`config.mk`:
```
export PLATFORM = sky130hd
export DESIGN_NAME = uop_irq_injector
export DESIGN_NICKNAME = d
export VERILOG_FILES = /design/src/rtl/uinj_pkg.sv /design/src/rtl/uinj_bnd_track.sv /design/src/rtl/uinj_pending.sv /design/src/rtl/uinj_merge.sv /design/src/rtl/uop_irq_injector.sv
export SDC_FILE = /design/constraint.sdc
export NUM_CORES = 1
export LEC_CHECK = 0
export BUFFER_PORTS_ARGS = -buffer_cell sky130_fd_sc_hd__buf_2
export CORE_MARGIN = 2
export CORE_UTILIZATION = 42
export DETAILED_ROUTE_END_ITERATION = 6
export GPL_ROUTABILITY_DRIVEN = 0
export PLACE_DENSITY = 0.95
export SLEW_MARGIN = 30
export SYNTH_ARGS = -nofsm -noshare
export SYNTH_HDL_FRONTEND = slang
export SYNTH_SLANG_ARGS = --single-unit
```
`constraint.sdc`:
```
create_clock -name clk -period 3.71 [get_ports clk]
set_input_delay 0.742 -clock clk [delete_from_list [all_inputs] [get_ports clk]]
set_output_delay 0.742 -clock clk [all_outputs]
set_load 0.005 [all_outputs]
```
`src/rtl/uinj_pkg.sv`:
```
package uinj_pkg;

   typedef enum logic [1:0] {
      SRC_NONE = 2'd0,
      SRC_PASS = 2'd1,
      SRC_JUMP = 2'd2
   } uinj_src_e;

   function automatic uinj_src_e uinj_pick(input logic jump_go, input logic stream_v);
      if (jump_go)       return SRC_JUMP;
      else if (stream_v) return SRC_PASS;
      else               return SRC_NONE;
   endfunction

endpackage

```
`src/rtl/uinj_bnd_track.sv`:
```
module uinj_bnd_track #(
   parameter int          ADDR_W       = 32,
   parameter bit          ALLOW_MID    = 1'b1,
   parameter bit          BRANCH_OPENS = 1'b1,
   parameter logic [ADDR_W-1:0] RESET_PC = '0
) (
   input  logic              clk,
   input  logic              rst_n,
   input  logic              xfer_in,
   input  logic              in_br,
   input  logic [ADDR_W-1:0] in_next,
   input  logic              in_eoi,
   input  logic              in_ipt,
   input  logic              in_exc,
   input  logic              inj_fire,
   output logic              at_bnd,
   output logic [ADDR_W-1:0] resume_pc
);

   logic mid_hit;
   logic br_hit;
   logic opens;

   generate
      if (ALLOW_MID) begin : g_mid_on
         assign mid_hit = in_ipt;
      end else begin : g_mid_off
         logic unused_ipt;
         assign unused_ipt = in_ipt;
         assign mid_hit    = 1'b0;
      end
      if (BRANCH_OPENS) begin : g_br_on
         assign br_hit = in_br;
      end else begin : g_br_off
         logic unused_br;
         assign unused_br = in_br;
         assign br_hit    = 1'b0;
      end
   endgenerate

   assign opens = (in_eoi | mid_hit | br_hit) & ~in_exc;

   logic              bnd_q;
   logic [ADDR_W-1:0] res_q;

   always_ff @(posedge clk) begin
      if (!rst_n) begin
         bnd_q <= 1'b1;
         res_q <= RESET_PC;
      end else if (inj_fire) begin
         bnd_q <= 1'b0;
      end else if (xfer_in) begin
         bnd_q <= opens;
         if (opens) res_q <= in_next;
      end
   end

   assign at_bnd    = bnd_q;
   assign resume_pc = res_q;

   p_exc_closes_r10: assert property (@(posedge clk) disable iff (!rst_n)
      (xfer_in && in_exc && !inj_fire) |=> !at_bnd)
      else $error("exception micro-op opened an injection point");

   p_plain_closes_r3: assert property (@(posedge clk) disable iff (!rst_n)
      (xfer_in && !in_eoi && !in_ipt && !in_br && !inj_fire) |=> !at_bnd)
      else $error("plain micro-op left an injection point open");

endmodule

```
`src/rtl/uinj_pending.sv`:
```
module uinj_pending (
   input  logic clk,
   input  logic rst_n,
   input  logic irq_req,
   input  logic irq_en,
   input  logic at_bnd,
   input  logic out_ready,
   output logic inj_go,
   output logic inj_fire
);

   logic pend_q;
   logic offer_q;

   assign inj_go   = pend_q & at_bnd & (irq_en | offer_q);
   assign inj_fire = inj_go & out_ready;

   always_ff @(posedge clk) begin
      if (!rst_n) begin
         pend_q  <= 1'b0;
         offer_q <= 1'b0;
      end else begin
         pend_q  <= irq_req | (pend_q & ~inj_fire);
         offer_q <= inj_go & ~out_ready;
      end
   end

   p_pend_holds_r9: assert property (@(posedge clk) disable iff (!rst_n)
      (pend_q && !inj_fire) |=> pend_q)
      else $error("pending request was dropped before delivery");

   p_fire_needs_pend_r3: assert property (@(posedge clk) disable iff (!rst_n)
      inj_fire |-> (pend_q && at_bnd))
      else $error("jump fired without a pending request at a boundary");

endmodule

```
`src/rtl/uinj_merge.sv`:
```
module uinj_merge
   import uinj_pkg::*;
#(
   parameter int               ADDR_W = 32,
   parameter int               OP_W   = 8,
   parameter logic [OP_W-1:0]  INJ_OP = '1
) (
   input  logic              inj_go,
   input  logic [ADDR_W-1:0] handler_addr,
   input  logic [ADDR_W-1:0] resume_pc,
   input  logic              in_valid,
   output logic              in_ready,
   input  logic [OP_W-1:0]   in_op,
   input  logic [ADDR_W-1:0] in_addr,
   input  logic [ADDR_W-1:0] in_next,
   input  logic              in_eoi,
   input  logic              in_ipt,
   input  logic              in_exc,
   output logic              xfer_in,
   output logic              out_valid,
   input  logic              out_ready,
   output logic [OP_W-1:0]   out_op,
   output logic [ADDR_W-1:0] out_addr,
   output logic [ADDR_W-1:0] out_ret,
   output logic              out_eoi,
   output logic              out_ipt,
   output logic              out_exc,
   output logic              out_inj
);

   uinj_src_e src;

   always_comb begin
      src       = uinj_pick(inj_go, in_valid);
      out_valid = 1'b0;
      out_op    = in_op;
      out_addr  = in_addr;
      out_ret   = in_next;
      out_eoi   = in_eoi;
      out_ipt   = in_ipt;
      out_exc   = in_exc;
      out_inj   = 1'b0;
      unique case (src)
         SRC_JUMP: begin
            out_valid = 1'b1;
            out_op    = INJ_OP;
            out_addr  = handler_addr;
            out_ret   = resume_pc;
            out_eoi   = 1'b1;
            out_ipt   = 1'b0;
            out_exc   = 1'b0;
            out_inj   = 1'b1;
         end
         SRC_PASS: out_valid = 1'b1;
         default:  out_valid = 1'b0;
      endcase
   end

   assign in_ready = out_ready & ~inj_go;
   assign xfer_in  = in_valid & in_ready;

endmodule

```
`src/rtl/uop_irq_injector.sv`:
```
module uop_irq_injector #(
   parameter int                ADDR_W       = 32,
   parameter int                OP_W         = 8,
   parameter logic [OP_W-1:0]   INJ_OP       = '1,
   parameter bit                ALLOW_MID    = 1'b1,
   parameter bit                BRANCH_OPENS = 1'b1,
   parameter logic [ADDR_W-1:0] RESET_PC     = '0
) (
   input  logic              clk,
   input  logic              rst_n,
   input  logic              irq_en,
   input  logic              irq_req,
   output logic              irq_ack,
   input  logic [ADDR_W-1:0] handler_addr,
   input  logic              in_valid,
   output logic              in_ready,
   input  logic [OP_W-1:0]   in_op,
   input  logic [ADDR_W-1:0] in_addr,
   input  logic [ADDR_W-1:0] in_next,
   input  logic              in_eoi,
   input  logic              in_ipt,
   input  logic              in_exc,
   output logic              out_valid,
   input  logic              out_ready,
   output logic [OP_W-1:0]   out_op,
   output logic [ADDR_W-1:0] out_addr,
   output logic [ADDR_W-1:0] out_ret,
   output logic              out_eoi,
   output logic              out_ipt,
   output logic              out_exc,
   output logic              out_inj
);

   localparam int BR_BIT = OP_W - 1;

   generate
      if (ADDR_W < 2) begin : g_bad_aw
         $error("ADDR_W must be at least 2");
      end
      if (OP_W < 2) begin : g_bad_ow
         $error("OP_W must be at least 2");
      end
      if (BRANCH_OPENS && !INJ_OP[BR_BIT]) begin : g_bad_op
         $error("INJ_OP must be branch class (MSB set)");
      end
   endgenerate

   logic              at_bnd;
   logic [ADDR_W-1:0] resume_pc;
   logic              inj_go;
   logic              inj_fire;
   logic              xfer_in;

   uinj_bnd_track #(
      .ADDR_W      (ADDR_W),
      .ALLOW_MID   (ALLOW_MID),
      .BRANCH_OPENS(BRANCH_OPENS),
      .RESET_PC    (RESET_PC)
   ) bnd_i (
      .clk      (clk),
      .rst_n    (rst_n),
      .xfer_in  (xfer_in),
      .in_br    (in_op[BR_BIT]),
      .in_next  (in_next),
      .in_eoi   (in_eoi),
      .in_ipt   (in_ipt),
      .in_exc   (in_exc),
      .inj_fire (inj_fire),
      .at_bnd   (at_bnd),
      .resume_pc(resume_pc)
   );

   uinj_pending pend_i (
      .clk      (clk),
      .rst_n    (rst_n),
      .irq_req  (irq_req),
      .irq_en   (irq_en),
      .at_bnd   (at_bnd),
      .out_ready(out_ready),
      .inj_go   (inj_go),
      .inj_fire (inj_fire)
   );

   uinj_merge #(
      .ADDR_W(ADDR_W),
      .OP_W  (OP_W),
      .INJ_OP(INJ_OP)
   ) merge_i (
      .inj_go      (inj_go),
      .handler_addr(handler_addr),
      .resume_pc   (resume_pc),
      .in_valid    (in_valid),
      .in_ready    (in_ready),
      .in_op       (in_op),
      .in_addr     (in_addr),
      .in_next     (in_next),
      .in_eoi      (in_eoi),
      .in_ipt      (in_ipt),
      .in_exc      (in_exc),
      .xfer_in     (xfer_in),
      .out_valid   (out_valid),
      .out_ready   (out_ready),
      .out_op      (out_op),
      .out_addr    (out_addr),
      .out_ret     (out_ret),
      .out_eoi     (out_eoi),
      .out_ipt     (out_ipt),
      .out_exc     (out_exc),
      .out_inj     (out_inj)
   );

   assign irq_ack = inj_fire;

   p_ack_taken_r8: assert property (@(posedge clk) disable iff (!rst_n)
      irq_ack |-> (out_valid && out_ready && out_inj))
      else $error("acknowledge without a taken jump");

   p_hold_jump_r8: assert property (@(posedge clk) disable iff (!rst_n)
      (out_valid && out_inj && !out_ready) |=> (out_valid && out_inj && $stable(out_ret)))
      else $error("offered jump withdrawn or changed");

   p_jump_target_r6: assert property (@(posedge clk) disable iff (!rst_n)
      out_inj |-> (out_addr == handler_addr && out_op == INJ_OP && !out_exc))
      else $error("jump fields wrong");

   p_stall_r7: assert property (@(posedge clk) disable iff (!rst_n)
      out_inj |-> !in_ready)
      else $error("input accepted while jump offered");

   p_after_ack_r11: assert property (@(posedge clk) disable iff (!rst_n)
      irq_ack |=> !out_inj)
      else $error("back-to-back jumps without a new boundary");

   p_no_inj_disabled_r9: assert property (@(posedge clk) disable iff (!rst_n)
      (!irq_en && !$past(out_valid && out_inj && !out_ready)) |-> !out_inj)
      else $error("jump started while interrupts disabled");

endmodule

```
* Word-level counts from Yosys, hierarchy flattened
Index checks and enable logic that the tools add are counted. Widths: inputs -> output; s select.
Storage, ports and cells: register bits after elaboration 35, input port bits 113, logic and storage cells 37
Cells by class: equal/unequal tests 2, multiplexer cells 12, bitwise gates (word level) 16, reduce and logical (&&, ||, !) cells 3
Operator list (number):
- $mux 32 | 2
- $and 1x1->1 | 8
- $mux 1 | 8
- $mux 8 | 1
- $not 1->1 | 4
- $or 1x1->1 | 4
- $reduce_and 3->1 | 1
- $eq 2x1->1 const B | 1
- $eq 2x2->1 const B | 1
- $mux 2 | 1
- $reduce_bool 2->1 | 1
- $reduce_or 2->1 | 1

* Longest topological paths before layout
Gate-level depths: netlist of run 1.
depth after elaboration 7, mapped depth 6, depth with buffers taken out 4

* Modules after synthesis
From an unflattened synthesis of run 1, not the netlist that was laid out.
Unflattened totals: cell total of the unflattened synthesis 242, area, all modules 2367.3 um2
By module, submodules not included:
- uinj_bnd_track | times used 1, cells each 145, area each 1360.1 um2
- uinj_merge | times used 1, cells each 88, area each 920.9 um2
- uinj_pending | times used 1, cells each 9, area each 86.3 um2

* Worst setup path after synthesis of run 1
Ideal clock, no wire load.
kind input to output, start point input port irq_en, end point output port out_ret[13], arrival time 1.746 ns, data required time 2.968 ns, setup slack 1.222 ns, stages on the path 5, path buffers 2, cell sequence o211ai_2 clkbuf_1 clkbuf_1 nand2_1 nand2_1
On the way: word-level cells in the longest chain between the ends 5
Ends and longest elaborated chain:
- from (decl) | line uop_irq_injector.sv:11 | input logic irq_en,
- $or 1x1->1 | line uinj_pending.sv:15 | assign inj_go = pend_q & at_bnd & (irq_en | offer_q);
- $and 1x1->1 | line uinj_pending.sv:15
- $mux 2 | line uinj_pkg.sv:10 | if (jump_go) return SRC_JUMP;
- $eq 2x2->1 | line uinj_merge.sv:43 | unique case (src)
- $mux 32 | line uinj_merge.sv:43
- to (decl) | line uop_irq_injector.sv:27 | output logic [ADDR_W-1:0] out_ret,
Every way passes these cells.

* Worst setup path in the final report of run 1
start point input port irq_en, end point output port out_addr[3]
On the way: word-level cells in the longest chain between the ends 5
Ends and longest elaborated chain:
- $or 1x1->1 | line uinj_pending.sv:15
- $and 1x1->1 | line uinj_pending.sv:15
- $mux 2 | line uinj_pkg.sv:10
- $eq 2x2->1 | line uinj_merge.sv:43
- $mux 32 | line uinj_merge.sv:43
- to (decl) | line uop_irq_injector.sv:26 | output logic [ADDR_W-1:0] out_addr,
Every way passes these cells.

==> metrics.md, run 1 <==
| Metric | Value |
|---|---|
| Iteration-0 DRC Markers | `around 160` |
| Crit share post-route | `0.770` |
| Max clock buf depth | `2` |
| Worst Hold Class | `register to register` |
| Fin util | `0.645` |
| Register area | `approximately 700 um2` |
| Drt first pass iters | `4` |
| Fin crit period | `2.86 ns` |
| Vias per inst | `4.75` |
| R2R Path End | `bnd_i.resume_pc[4]` |
| Slew @ Worst Pin | `roughly 0.6 ns` |
| Synth unique cells | `17` |
| Largest net degree at the start of global routing | `about 50` |
| Total GRT Usage | `0.255` |
| Final wirelength | `7910 um` |
| I/O Buffers | `roughly 190` |
| Warnings from Yosys | `0` |
| # Max-Cap Violations | `0` |
| Chip width | `approximately 78 um` |
| Num CTS Buffers | `5` |
| Crit Path Category | `primary input to output port` |
| Area of the multi-input gates | `around 1400 um2` |
| Avg Inst Size Synth | `roughly 6.1 um2` |
| R2R Path Start | `pend_i.offer_q` |
| Rel. slew slack | `0.599` |
| Fin nets | `~670` |
| # rows | `26` |
| CP startpoint kind | `primary input` |
| Initial antenna violation count | `2` |
| Vias in the first global route | `2687` |
| RSZ-0062 raised after global routing | `no` |
| Critical path arrival | `~2.1 ns` |
| I/O pin count | `192` |
| Setup violations, final | `0` |
| Fin. Hold Viols | `0` |
| Total setup buffers inserted after CTS | `0` |
| Critical Path RT | `between 2 and 3 ns` |
| Hold Path Depth | `2` |
| Final Max Slew Viols | `0` |
| Fmax | `between 0.3 and 0.4 GHz` |
| Hold_buf cts | `0` |
| Clock slew at reported path FFs | `approximately 0.07 ns` |
| Wire per inst | `roughly 13 um` |
| Synth Instances | `around 380` |
| IR drop worst, VDD | `223 uV` |
| Fill cell count | `roughly 450` |
| DRC viols | `0` |
| CTS tree | `built` |
| Fin Clk Skew | `0.00932 ns` |
| Critical path startpoint | `irq_en` |
| Post-synth net total | `slightly below 500` |
| Via count | `a little under 3000` |
| Hold Path Origin | `bnd_i.resume_pc[1]` |
| Layout cell share with drive strength beyond 1 | `0.371` |
| Outcome | `finished clean` |
| FF-to-FF setup slack | `1.31 ns` |
| Synthesized cell area | `between 2000 and 2500 um2` |
| Most frequent cells in the layout | `nand2_1 (256), buf_2 (191), dfxtp_1 (35), mux2i_1 (32), nand2b_1 (11)` |
| GR Overflow Total | `0` |
| Count of cells resized by post-cts repair | `0` |
| Htree depth | `2` |
| Final ANT Viol Nets | `0` |
| Root Buffer | `clkbuf_8` |
| Pleak | `1.92 nW` |
| Most common cell after layout, fill and taps aside | `nand2_1` |
| Hold EP | `bnd_i.resume_pc[1]` |
| Setup TNS | `0 ns` |
| Clk Latency, worst-skew pair | `roughly 0.28 ns` |
| Cell Pwr Density | `~280 nW/um2` |
| DIE AREA | `around 6000 um2` |
| Die Height | `77.5 um` |
| Initial Utilization | `0.439` |
| Flops & latches, synth | `35` |
| CP max FO | `33` |
| Sink Count | `35` |
| Hpwl dp | `between 6000 and 7000 um` |
| Core area | `5170 um2` |
| Worst r2r path cells | `6` |
| Sequential area share after synthesis | `0.309` |
| First-pass GRT wire length | `~12000 um` |
| Area Overhead vs Synth | `47.0%` |
| Critical Path End Type | `output port` |
cell type report:
cell class / count / area share
Antenna cell: 2 / 0.00150
Clock buffer: 7 / 0.0229
Clock inverter: 1 / 0.00150
Inverter: 4 / 0.00450
Multi-Input combinational cell: 311 / 0.433
Sequential cell: 35 / 0.210
Tap cell: 70 / 0.0262
Timing Repair Buffer: 197 / 0.300
worst max-delay path: stages:
cell,delay (ns)
buf_2,0.11
o211ai_4,0.49
buf_4,0.41
nand2_1,0.10
nand2_1,0.13
buf_2,0.13
through the flow:
| step | setup WS (ns) | hold slack (ns) | total power [mW] | cells | area [um2] |
|---|---|---|---|---|---|
| finish | 0.853 | 0.458 | 0.939 | 627 | 3340 |
| global route | 0.750 | 0.480 | 0.998 | 627 | 3340 |
| CTS | 0.869 | 0.460 | 0.948 | 625 | 3330 |
| detailed placement | 0.813 | 0.450 | 0.692 | 617 | 3250 |
| global placement | 0.920 | 0.442 | 0.685 | 617 | 3250 |
| floorplan | 1.22 | 0.435 | 0.537 | 375 | 2270 |
registers in the layout, summed over array words and instances, names as in the netlist:
name	flops
pend_i.offer_q	1
pend_i.pend_q	1
bnd_i.resume_pc	32
bnd_i.at_bnd	1
layer usage:
metal | part of all wire | global-route usage | vias up
met4 | 0.045 | 0.154 | 0
met3 | 0.071 | 0.0616 | 22
met2 | 0.50 | 0.447 | 125
li1 | - | - | 1505
met5 | 0 | 0 | -
met1 | 0.38 | 0.276 | 1328
cells in the mapped netlist, drive strengths merged:
cell type  count  area, um2
and2           2       12.5
o21ai          2       10.0
buf            6       45.0
nor4           1       21.3
a211o          1       8.76
nand2b        11       68.8
nor3           2       10.0
a21oi          1       5.00
inv            4       15.0
dfxtp         35        701
nor2           2       7.51
mux2i         32        320
nand2        256        961
clkbuf        19       71.3
o211ai         1       12.5
report_power, final:
part           leakage, nW  switching (mW)  internal (mW)
combinational         1.59           0.149          0.136
clock               0.0422           0.125          0.132
sequential           0.284         0.00796          0.389
cells by family (layout without fill, tap and decap cells):
family | after synthesis | after routing | synth area share
AO/OA/AOI/OAI | 5 | 5 | 0.0160
multiplexers | 32 | 32 | 0.141
flip-flops | 35 | 35 | 0.309
other | 0 | 2 | 0
buffers and inverters | 29 | 209 | 0.0579
AND/OR/NAND/NOR | 274 | 274 | 0.476
worst max-delay path by stage:
stage                     endpoint  slack (ns)  cells after the start
6_report               out_addr[3]        0.85                      6
5_1_grt                out_addr[3]        0.75                      6
4_1_cts                out_addr[3]        0.87                      6
3_5_place_dp   bnd_i.resume_pc[18]        0.81                      7
3_3_place_gp           out_addr[3]        0.92                      6
2_1_floorplan          out_ret[13]        1.22                      5
Power figures use the tool's default switching activity.
==> run 2: changes to the inputs <==
--- a/config.mk
+++ b/config.mk
@@ -7,10 +7,10 @@
 export LEC_CHECK = 0
 export BUFFER_PORTS_ARGS = -buffer_cell sky130_fd_sc_hd__buf_2
 export CORE_MARGIN = 2
-export CORE_UTILIZATION = 42
+export CORE_UTILIZATION = 39
 export DETAILED_ROUTE_END_ITERATION = 6
 export GPL_ROUTABILITY_DRIVEN = 0
-export PLACE_DENSITY = 0.95
+export PLACE_DENSITY = 0.9
 export SLEW_MARGIN = 30
 export SYNTH_ARGS = -nofsm -noshare
 export SYNTH_HDL_FRONTEND = slang
==> constraint.sdc (replaced) <==
create_clock -name clk -period 2.65 [get_ports clk]
set_input_delay 0.53 -clock clk [delete_from_list [all_inputs] [get_ports clk]]
set_output_delay 0.53 -clock clk [all_outputs]
set_load 0.005 [all_outputs]
==> run 2 against run 1 <==
Net effect: clock skew about the same; largest power group unchanged; design area increased by 1.2%; highest routed layer unchanged; global-route usage decreased by 5.2 points.
==> metrics.md, run 2 (synthesis results as in run 1) <==
| Metric | Value |
|---|---|
| Rel. slew slack | `0.566 (-0.0330)` |
| Count of cells resized by post-cts repair | `0 (unchanged)` |
| Max reg flops | `32 (unchanged)` |
| # Max-Cap Violations | `0 (unchanged)` |
| Via count | `2908 (-2.4%)` |
| R2R Path Start | `pend_i.offer_q` |
| Largest net degree at the start of global routing | `67 (+37%)` |
| Fin nets | `667 (unchanged)` |
| Fin. Hold Viols | `0 (unchanged)` |
| Core area | `5570 um2 (+7.8%)` |
| Total setup buffers inserted after CTS | `0 (unchanged)` |
| Wire per inst | `11.3 um (-11%)` |
| Worst Hold Class | `primary input to register` |
| Setup violations, final | `0 (unchanged)` |
| Final Max Slew Viols | `0 (unchanged)` |
| Area Overhead vs Synth | `48.8%` |
| I/O pin count | `192 (unchanged)` |
| FF-to-FF setup slack | `1.06 ns (-0.25 ns)` |
| CP dominant cell by count | `nand2_1` |
| I/O Buffers | `191 (unchanged)` |
| Chip width | `80.3 um (+3.6%)` |
| Dpl cells | `619 (+0.32%)` |
| Hold Path Origin | `out_ready` |
| First-pass GRT wire length | `10600 um (-14%)` |
| Vias per inst | `4.64 (-2.4%)` |
| Fill cell count | `518 (+14%)` |
| Hold_buf cts | `0 (unchanged)` |
| Crit Path Category | `register to output port` |
| CP bufs+invs | `3 (unchanged)` |
| Htree depth | `2 (unchanged)` |
| Num CTS Buffers | `5 (unchanged)` |
| Initial Utilization | `0.407 (-0.0316)` |
| Crit share post-route | `0.873` |
| Root Buffer | `clkbuf_8` |
| DIE AREA | `6450 um2 (+7.3%)` |
| Cell Pwr Density | `423 nW/um2 (+50%)` |
| Clk Latency, worst-skew pair | `0.29 ns (about the same)` |
| Design area | `3380 um2 (+1.2%)` |
| R2R Path End | `bnd_i.resume_pc[16]` |
| Vias in the first global route | `2478 (-7.8%)` |
| Max clock buf depth | `2 (unchanged)` |
| Most common cell after layout, fill and taps aside | `nand2_1` |
| Setup TNS | `0 ns (unchanged)` |
| Critical Path RT | `2.12 ns (-0.85 ns)` |
| Slowest-stage cell, CP | `buf_4` |
| Clock slew at reported path FFs | `0.08 ns (about the same)` |
| Fin Clk Skew | `0.00933 ns (+0.00000555 ns)` |
| # rows | `27 (+3.8%)` |
| Crit-path leading delay family | `buffers and inverters` |
| Slew @ Worst Pin | `0.651 ns (+0.0524 ns)` |
| Die Height | `80.3 um (+3.6%)` |
| Post-route insts no fill | `627 (unchanged)` |
| Hold EP | `pend_i.offer_q` |
| CP max FO | `66 (+100%)` |
| RSZ-0062 raised after global routing | `no` |
| DRC viols | `0 (unchanged)` |
| Layout cell share with drive strength beyond 1 | `0.375 (+0.00360)` |
| CTS tree | `built` |
| Ant. Diodes | `0 (-2)` |
| Drt first pass iters | `4 (unchanged)` |
| Hold Path Depth | `2 (unchanged)` |
| Placed cell areas | `3270 um2 (+0.46%)` |
| GR Overflow Total | `0 (unchanged)` |
| Total GRT Usage | `0.202 (-0.0524)` |
| CP startpoint kind | `register` |
| CP max stage delay | `0.54 ns (+0.05 ns)` |
| IR drop worst, VDD | `366 uV (+64%)` |
| Hpwl dp | `5390 um (-15%)` |
| Final wirelength | `7060 um (-11%)` |
| Sink Count | `35 (unchanged)` |
| Most frequent cells in the layout | `nand2_1 (256), buf_2 (191), dfxtp_1 (35), mux2i_1 (32), nand2b_1 (11)` |
| Outcome | `finished clean` |
| Iteration-0 DRC Markers | `96 (-41%)` |
| Pleak | `1.94 nW (+1.1%)` |
| Critical path arrival | `1.78 ns (-0.34 ns)` |
| Final ANT Viol Nets | `0 (unchanged)` |
| Fmax | `approximately 0.43 GHz` |
| Crit path cell chain | `o211ai_4 > inv_2 > buf_4 > nand2_1 > nand2_1 > buf_2` |
| Worst r2r path cells | `5 (-1)` |
| Critical Path End Type | `output port` |
| Initial antenna violation count | `0 (-2)` |
| Fin crit period | `2.31 ns` |
## run 2: cell types whose count changed in the layout (fill, tap and decap cells not counted), sizes merged
cell / delta
clkinv: +1
diode: -2
bufinv: +1
clkbuf: -2
## run 2: layer usage
layer / share of wire / GRT usage / wire length, um / vias up
li1: - / - / - / 1504
met1: 0.42 / 0.234 / 2930 / 1283
met2: 0.49 / 0.366 / 3490 / 111
met3: 0.074 / 0.0539 / 519 / 10
met4: 0.016 / 0.0525 / 116 / 0
met5: 0 / 0 / 0 / -
## run 2: per-stage QoR
stage	utilization	power [mW]	setup slack, ns	hold WS (ns)
2_1_floorplan	-	0.752	0.586	0.435
3_3_place_gp	0.586	0.948	0.438	0.443
3_5_place_dp	0.586	0.959	0.418	0.449
4_1_cts	0.606	1.44	0.335	0.423
5_1_grt	0.606	1.52	0.182	0.435
6_report	0.606	1.43	0.337	0.434
## run 2: worst max-delay path by stage
stage	from	endpoint	cells past startpoint
final	bnd_i.at_bnd	out_ret[27]	6
after global routing	bnd_i.at_bnd	out_ret[27]	6
after CTS	bnd_i.at_bnd	out_ret[27]	6
after detailed placement	irq_en	out_ret[27]	7
after global placement	irq_en	out_addr[11]	7
after floorplan	irq_en	out_ret[13]	5
## run 2: layout make-up
cell class / count / area, um2 / area share
clock inverter: 3 / 43.8 / 0.0130
timing repair buffer: 197 / 1010 / 0.300
clock buffer: 5 / 68.8 / 0.0204
sequential: 35 / 701 / 0.207
tap: 72 / 90.1 / 0.0267
inverter: 4 / 15.0 / 0.00444
multi-input combinational: 311 / 1450 / 0.428
## run 2: worst register-to-register path, stage by stage, from the launching register on
cell and delay (ns):
dfxtp_1 0.33, o211ai_4 0.20, inv_2 0.08, nor4_4 0.31, buf_4 0.36, mux2i_1 0.23
## run 2: power breakdown
| group | total [mW] | internal (mW) | switching [mW] |
|---|---|---|---|
| Combinational | 0.390 | 0.192 | 0.199 |
| Sequential | 0.554 | 0.544 | 0.0101 |
| Clock | 0.484 | 0.280 | 0.203 |
